**src/rtl/fts_pkg.sv**
```systemverilog
`timescale 1ns/1ps
package fts_pkg;
   localparam int unsigned BEATS  = 4;
   localparam int unsigned LANE_W = 9;

   typedef enum logic [1:0] {CY_NONE, CY_LOAD, CY_DROP, CY_STEP} cyc_e;

   // low address bits of beat cnt in a burst beginning at start
   function automatic logic [1:0] beat_ofs(input logic [1:0] start,
                                           input logic [1:0] cnt,
                                           input logic       lin);
      return lin ? 2'(start + cnt) : (start ^ cnt);
   endfunction
endpackage

```
**src/rtl/fts_burst_seq.sv**
```systemverilog
`timescale 1ns/1ps
module fts_burst_seq #(
   parameter int unsigned ADDR_W = 6
) (
   input  logic              clk,
   input  logic              rst_n,
   input  logic              load_i,
   input  logic              drop_i,
   input  logic              step_i,
   input  logic [ADDR_W-1:0] addr_i,
   input  logic              lin_i,
   output logic              active_o,
   output logic              lin_o,
   output logic [ADDR_W-1:0] cur_o
);
   import fts_pkg::*;

   logic [ADDR_W-1:0] base_q;
   logic [1:0]        cnt_q;
   logic              lin_q;
   logic              act_q;

   always_ff @(posedge clk or negedge rst_n) begin
      if (!rst_n) begin
         base_q <= '0;
         cnt_q  <= '0;
         lin_q  <= 1'b1;
         act_q  <= 1'b0;
      end else if (load_i) begin
         base_q <= addr_i;
         cnt_q  <= '0;
         lin_q  <= lin_i;
         act_q  <= 1'b1;
      end else if (drop_i) begin
         act_q  <= 1'b0;
      end else if (step_i) begin
         cnt_q  <= cnt_q + 2'd1;
      end
   end

   assign active_o = act_q;
   assign lin_o    = lin_q;
   assign cur_o    = {base_q[ADDR_W-1:2], beat_ofs(base_q[1:0], cnt_q, lin_q)};
endmodule

```
**src/rtl/fts_lane_dec.sv**
```systemverilog
`timescale 1ns/1ps
module fts_lane_dec #(
   parameter int unsigned LANES = 4
) (
   input  logic             gw_n_i,
   input  logic             bwe_n_i,
   input  logic [LANES-1:0] sel_n_i,
   output logic [LANES-1:0] mask_o
);
   for (genvar g = 0; g < LANES; g++) begin : g_lane
      assign mask_o[g] = !gw_n_i || (!bwe_n_i && !sel_n_i[g]);
   end
endmodule

```
**src/rtl/fts_lane_ram.sv**
```systemverilog
`timescale 1ns/1ps
module fts_lane_ram #(
   parameter int unsigned ADDR_W = 6,
   parameter int unsigned LANES  = 4,
   parameter int unsigned LANE_W = 9
) (
   input  logic                    clk,
   input  logic [LANES-1:0]        we_i,
   input  logic [ADDR_W-1:0]       waddr_i,
   input  logic [LANES*LANE_W-1:0] wdata_i,
   input  logic [ADDR_W-1:0]       raddr_i,
   output logic [LANES*LANE_W-1:0] rdata_o
);
   localparam int unsigned DEPTH = 1 << ADDR_W;

   for (genvar g = 0; g < LANES; g++) begin : g_lane
      logic [LANE_W-1:0] mem [DEPTH];
      always_ff @(posedge clk) begin
         if (we_i[g]) mem[waddr_i] <= wdata_i[g*LANE_W +: LANE_W];
      end
      assign rdata_o[g*LANE_W +: LANE_W] = mem[raddr_i];
   end
endmodule

```
**src/rtl/fts_burst_ram.sv**
```systemverilog
`timescale 1ns/1ps
module fts_burst_ram #(
   parameter int unsigned ADDR_W = 6,
   parameter int unsigned DATA_W = 36
) (
   input  logic              clk,
   input  logic              rst_n,
   input  logic [ADDR_W-1:0] addr_i,
   input  logic              ce_n_i,
   input  logic              cs_hi_i,
   input  logic              cs_lo_n_i,
   input  logic              oe_n_i,
   input  logic              strb_proc_n_i,
   input  logic              strb_ctrl_n_i,
   input  logic              adv_n_i,
   input  logic              burst_lin_i,
   input  logic              gw_n_i,
   input  logic              bwe_n_i,
   input  logic [3:0]        bsel_n_i,
   input  logic              sleep_i,
   input  logic [DATA_W-1:0] wdata_i,
   output logic [DATA_W-1:0] rdata_o,
   output logic              rvalid_o
);
   import fts_pkg::*;

   localparam int unsigned LANES = DATA_W / LANE_W;

   if ((DATA_W % LANE_W) != 0 || (LANES != 2 && LANES != 4)) begin : g_bad_width
      $error("fts_burst_ram: DATA_W must be 18 or 36");
   end
   if (ADDR_W < 3) begin : g_bad_addr
      $error("fts_burst_ram: ADDR_W must be at least 3");
   end

   logic [LANES-1:0] sel_n;
   if (LANES < 4) begin : g_narrow
      logic unused_sel;
      assign unused_sel = ^bsel_n_i[3:LANES];
   end
   assign sel_n = bsel_n_i[LANES-1:0];

   logic sel, strb, awake;
   assign sel   = !ce_n_i && cs_hi_i && !cs_lo_n_i;
   assign strb  = !strb_proc_n_i || !strb_ctrl_n_i;
   assign awake = !sleep_i;

   logic              seq_active, seq_lin;
   logic [ADDR_W-1:0] cur_addr;
   cyc_e              cyc;

   always_comb begin
      if (!awake)                     cyc = CY_NONE;
      else if (strb && sel)           cyc = CY_LOAD;
      else if (strb)                  cyc = CY_DROP;
      else if (seq_active && !adv_n_i) cyc = CY_STEP;
      else                            cyc = CY_NONE;
   end

   fts_burst_seq #(.ADDR_W(ADDR_W)) u_seq (
      .clk      (clk),
      .rst_n    (rst_n),
      .load_i   (cyc == CY_LOAD),
      .drop_i   (cyc == CY_DROP),
      .step_i   (cyc == CY_STEP),
      .addr_i   (addr_i),
      .lin_i    (burst_lin_i),
      .active_o (seq_active),
      .lin_o    (seq_lin),
      .cur_o    (cur_addr)
   );

   logic [LANES-1:0] dec_mask, mask_d, wr_q;
   logic [DATA_W-1:0] wdata_q, rd_word;
   logic wr_ok, wr_busy;

   fts_lane_dec #(.LANES(LANES)) u_dec (
      .gw_n_i  (gw_n_i),
      .bwe_n_i (bwe_n_i),
      .sel_n_i (sel_n),
      .mask_o  (dec_mask)
   );

   // processor-strobed start is a read; otherwise write while an access runs
   assign wr_ok  = awake && ((cyc == CY_LOAD && strb_proc_n_i) || (seq_active && !strb));
   assign mask_d = wr_ok ? dec_mask : '0;

   always_ff @(posedge clk or negedge rst_n) begin
      if (!rst_n) begin
         wr_q    <= '0;
         wdata_q <= '0;
      end else begin
         wr_q    <= mask_d;
         wdata_q <= wdata_i;
      end
   end
   assign wr_busy = |wr_q;

   fts_lane_ram #(.ADDR_W(ADDR_W), .LANES(LANES), .LANE_W(LANE_W)) u_ram (
      .clk     (clk),
      .we_i    (wr_q),
      .waddr_i (cur_addr),
      .wdata_i (wdata_q),
      .raddr_i (cur_addr),
      .rdata_o (rd_word)
   );

   assign rvalid_o = seq_active && !oe_n_i && awake && !wr_busy;
   assign rdata_o  = rvalid_o ? rd_word : '0;
endmodule

```
**config.mk**
```make
export PLATFORM = sky130hd
export DESIGN_NAME = fts_burst_ram
export DESIGN_NICKNAME = d
export VERILOG_FILES = /design/src/rtl/fts_pkg.sv /design/src/rtl/fts_burst_seq.sv /design/src/rtl/fts_lane_dec.sv /design/src/rtl/fts_lane_ram.sv /design/src/rtl/fts_burst_ram.sv
export SDC_FILE = /design/constraint.sdc
export NUM_CORES = 2
export LEC_CHECK = 0
export ABC_AREA = 1
export CAP_MARGIN = 10
export CORE_MARGIN = 2
export CORE_UTILIZATION = 40
export CTS_BUF_LIST = sky130_fd_sc_hd__clkbuf_4 sky130_fd_sc_hd__clkbuf_8
export DETAILED_ROUTE_END_ITERATION = 10
export DONT_BUFFER_PORTS = 1
export PLACE_DENSITY = 0.55
export SYNTH_ARGS = -nofsm -noshare
export SYNTH_HDL_FRONTEND = slang
export SYNTH_SLANG_ARGS = --single-unit
```
**constraint.sdc**
```tcl
create_clock -name clk -period 2.65 [get_ports clk]
set_clock_uncertainty 0.15 [all_clocks]
set_input_delay 0.53 -clock clk [delete_from_list [all_inputs] [get_ports clk]]
set_output_delay 0.53 -clock clk [all_outputs]
set_load 0.01 [all_outputs]
```
==> summary.md <==
| Metric | Value |
|---|---|
| Status | finished with violations |
| Failing checks | negative setup slack |
| Max Cap Viol | 0 |
| Grt ovf | 0 |
| RR Startpoint | u_seq.base_q[0] |
| Drt first pass iters | 6 |
| Skew-Pair Late Insertion Delay | between 1 and 1.5 ns |
| Critical path peak fanout | 6 |
| R2r worst-path depth | 12 |
| Final hold violation count | 0 |
| Die height | 500 um |
| Worst path max stage delay | a little over 0.4 ns |
| Post-synth net total | 8289 |
| Final Cycle Share | 166% |
| Max Clk Rate | 228 MHz |
| Layout Nets | 9326 |
| Cell mode on critical path | nand2_1 |
| Post-detail-place hpwl | around 200 mm |
| Initial Utilization | ~40% |
| Reg power frac | a little over a third |
| R2r setup slk | -0.81 ns |
| Seq. cell area | a little over 70000 sq um |
| DRC viols | 0 |
| Slew headroom | 29.7% |
| PortBufs | 0 |
| Sw Share | 34.5% |
| Core ar. | approximately 250000 sq um |
| DR WL/cell | between 20 and 25 um |
| Gr usage total | 24.5% |
| HP Class | input pin to flip-flop |
| Final setup viols | 2352 |
| Setup crit start kind | flip-flop |
| Total Routed Length | ~310 mm |
| Post-synthesis async set-or-reset flop share | 2.12% |
| Mapped Area | just under 100000 sq um |
| Slew of the pin with the lowest slew margin | about 1.1 ns |
| Slowest stage cell, crit path | dfrtp_1 |
| Share of cells above drive strength 1 | a little over a quarter |
| Placer Congestion | 0.904 |
| Reg-to-reg endpoint | u_ram.g_lane[0].mem[13][3] |
| TritonCTS clock tree | yes |
| Critical Path End Type | primary output |
| P_sw | 40.8 mW |
| Hold Path Sink | wr_q[3] |
| Setup Crit Path Kind | flip-flop to primary output |
| Post-Syn Area per Cell | about 12 sq um |
| Detail Route Antenna Nets | 0 |
| Seq cells post-synth | around 2400 |
| Global-route wire length before repair | between 400 and 500 mm |
| H-tree levels | 5 |
| Vias in the first global route | roughly 66000 |
| Clock power share | a little over a quarter |
| Top-count cell post-synth | nand2_1 |
| Initial antenna violation count | 12 |
| Synth unique cells | 31 |
| Post-synth EDFFs | 2304 |
| Num CTS Buffers | just over 400 |
| Combinational share of power | a little under two fifths |
| Maximum number of pins on one net before global-route repair | 65 |
| Die area | 250000 sq um |
| Synth top area cells | edfxtp_1, nand2_1, mux2i_1 |
| Power per standard cell area | between 900 and 1000 nW/um^2 |
| Sequential area share after synthesis | a little under three quarters |
| CTS root buf | clkbuf_8 |
| Top post-synthesis cells by count | nand2_1, edfxtp_1, o21ai_0 |
| Clock sink count | approximately 2400 |
| Ys flop type | edfxtp_1 |
| IO Pins | 96 |
| Peak supply drop | roughly 620 uV |
| Layout fillers | 21416 |
| Final min period | approximately 4.4 ns |
| Clock buffer depth | 4 |
| Initial DRC count | roughly 6500 |
| Multi-input gate area | about 27000 sq um |
| Mapped Cells | around 8200 |
| Worst hold stages | 5 |
| Via density per instance | roughly 5.2 |
| Final setup TNS | -924.55 ns |
| Hold_sp | strb_ctrl_n_i |
| Rows | between 150 and 200 |
| RSZ-0062 raised after global routing | true |
| P&R area growth vs syn | 25.2% |
| Leak Pwr | about 48 nW |
| Pre-CTS setup slack | -1.20 ns |
| Worst EP required | around 2.0 ns |
| Int Pwr | approximately 77 mW |
| Clock transition at the registers of the reported paths | 0.06 ns |
| Yosys warns | 0 |
| Worst setup margin | -1.74 ns |
| Total vias in the final route | approximately 67000 |
| Max-slew violations | 0 |
| Die width | roughly 500 um |
| Cell taking the most area after synthesis | edfxtp_1 |
| Crit path cell chain | ha_4 -> buf_12 -> buf_12 -> buf_16 -> or2_2 -> o21ai_1 -> nand2_1 -> nand2_1 -> nand2_1 -> nand2_2 -> nand2_2 -> nand2_2 -> nor2_1 -> nand2_1 -> nor2_4 -> buf_12 |
| Post-synth top area share | between 70% and 80% |
| CP arrival | ~3.7 ns |
power groups by stage:
stage,Clock [mW],Sequential (mW),Combinational [mW]
finish,31.7,41.3,45.2
global route,33.8,41.2,48.5
CTS,32.2,41.3,42.4
detailed placement,0,42.0,35.5
global placement,0,42.0,35.5
floorplan,0,42.0,22.0
state kept, by name (all words and copies together), names as in the netlist:
register and count:
u_seq.base_q 6, wr_q 4, u_seq.lin_o 1, u_seq.cnt_q 2, u_seq.active_o 1, u_ram.g_lane.mem 2304
wdata_q 36
cells in the final DEF, fill, tap and decap left out, types with 5 or more instances in the layout:
cell	instances
a22oi_1	115
clkbuf_8	421
buf_12	188
nand4_1	6
buf_16	67
clkbuf_16	17
buf_4	644
or2_2	375
mux2i_1	387
clkinvlp_4	6
o21ai_2	91
nor2_1	351
buf_6	59
nand2_4	41
nand2_1	2124
a22oi_2	13
or2_1	14
or2_4	19
clkinv_1	96
nor3_2	8
nand3_1	440
dfrtp_2	36
o21ai_1	145
inv_1	355
inv_2	7
bufinv_16	8
o21ai_0	527
nand2_2	203
nor2_2	52
edfxtp_1	2304
bufbuf_16	5
clkbuf_4	131
o21ai_4	9
nor2_4	80
dfrtp_1	12
clkinv_2	34
buf_8	30
dlygate4sd3_1	112
worst max-delay path: cells and delay by family (launching register included):
kind / cells / cell delay [ns]
fa+ha+maj: 1 / 0.30
flops: 1 / 0.41
simple gates: 10 / 1.13
compound gates: 1 / 0.09
buf+inv: 4 / 0.65
repair_timing:
item,in CTS,in global routing
pin swaps,157,269
setup endpoints to repair,2320,2354
hold buffers,114,0
hold endpoints to repair,100,0
setup buffers,77,41
gates resized for setup,563,514
cloned,45,17
worst max-delay path by stage:
stage / cells after the start / to / startpoint
final: 16 / rdata_o[35] / u_seq.base_q[0]
after global routing: 14 / rdata_o[8] / u_seq.base_q[0]
after CTS: 18 / rdata_o[35] / u_seq.base_q[0]
after detailed placement: 15 / rdata_o[8] / u_seq.base_q[0]
after global placement: 15 / rdata_o[8] / u_seq.base_q[0]
after floorplan: 17 / rdata_o[26] / u_seq.base_q[0]
metrics by stage:
step / power (mW) / util, % / area, sq um / hold slack, ns / std cells
2_1_floorplan: 64.0 / - / 98800 / 0.0844 / 8228
5_1_grt: 124 / 50.3 / 123000 / 0.158 / 12778
3_5_place_dp: 77.6 / 44.5 / 109000 / 0.0889 / 11815
6_report: 118 / 50.3 / 123000 / 0.167 / 12780
4_1_cts: 116 / 49.6 / 122000 / 0.0678 / 12744
3_3_place_gp: 77.5 / 44.5 / 109000 / 0.0890 / 11815
metal layers:
layer / vias to the layer above / track usage [%] / wire (um)
met3: 529 / 3.80 / 20900
met1: 33183 / 32.7 / 129000
li1: 30583 / - / -
met2: 2571 / 40.5 / 151000
met4: 0 / 8.67 / 11100
met5: - / 0 / 0
cell families after synthesis:
logic type / synth area share [%]
AO/OA/AOI/OAI: 4.91
adder cells (fa/ha/maj): 0.0254
buffers and inverters: 3.81
flip-flops: 71.4
multiplexers: 3.94
AND/OR/NAND/NOR: 15.9
layout make-up:
cell class / count / area share (%)
diodes: 3 / 0.00608
clock buffers: 552 / 5.49
clock inverters: 147 / 0.684
inverters: 364 / 1.13
multi-input cells: 5016 / 21.5
flip-flops and latches: 2354 / 57.1
well taps: 3220 / 3.26
repair buffers: 1122 / 10.7
repair inverters: 2 / 0.0335
Note: power is estimated with default switching activity, not from simulation.
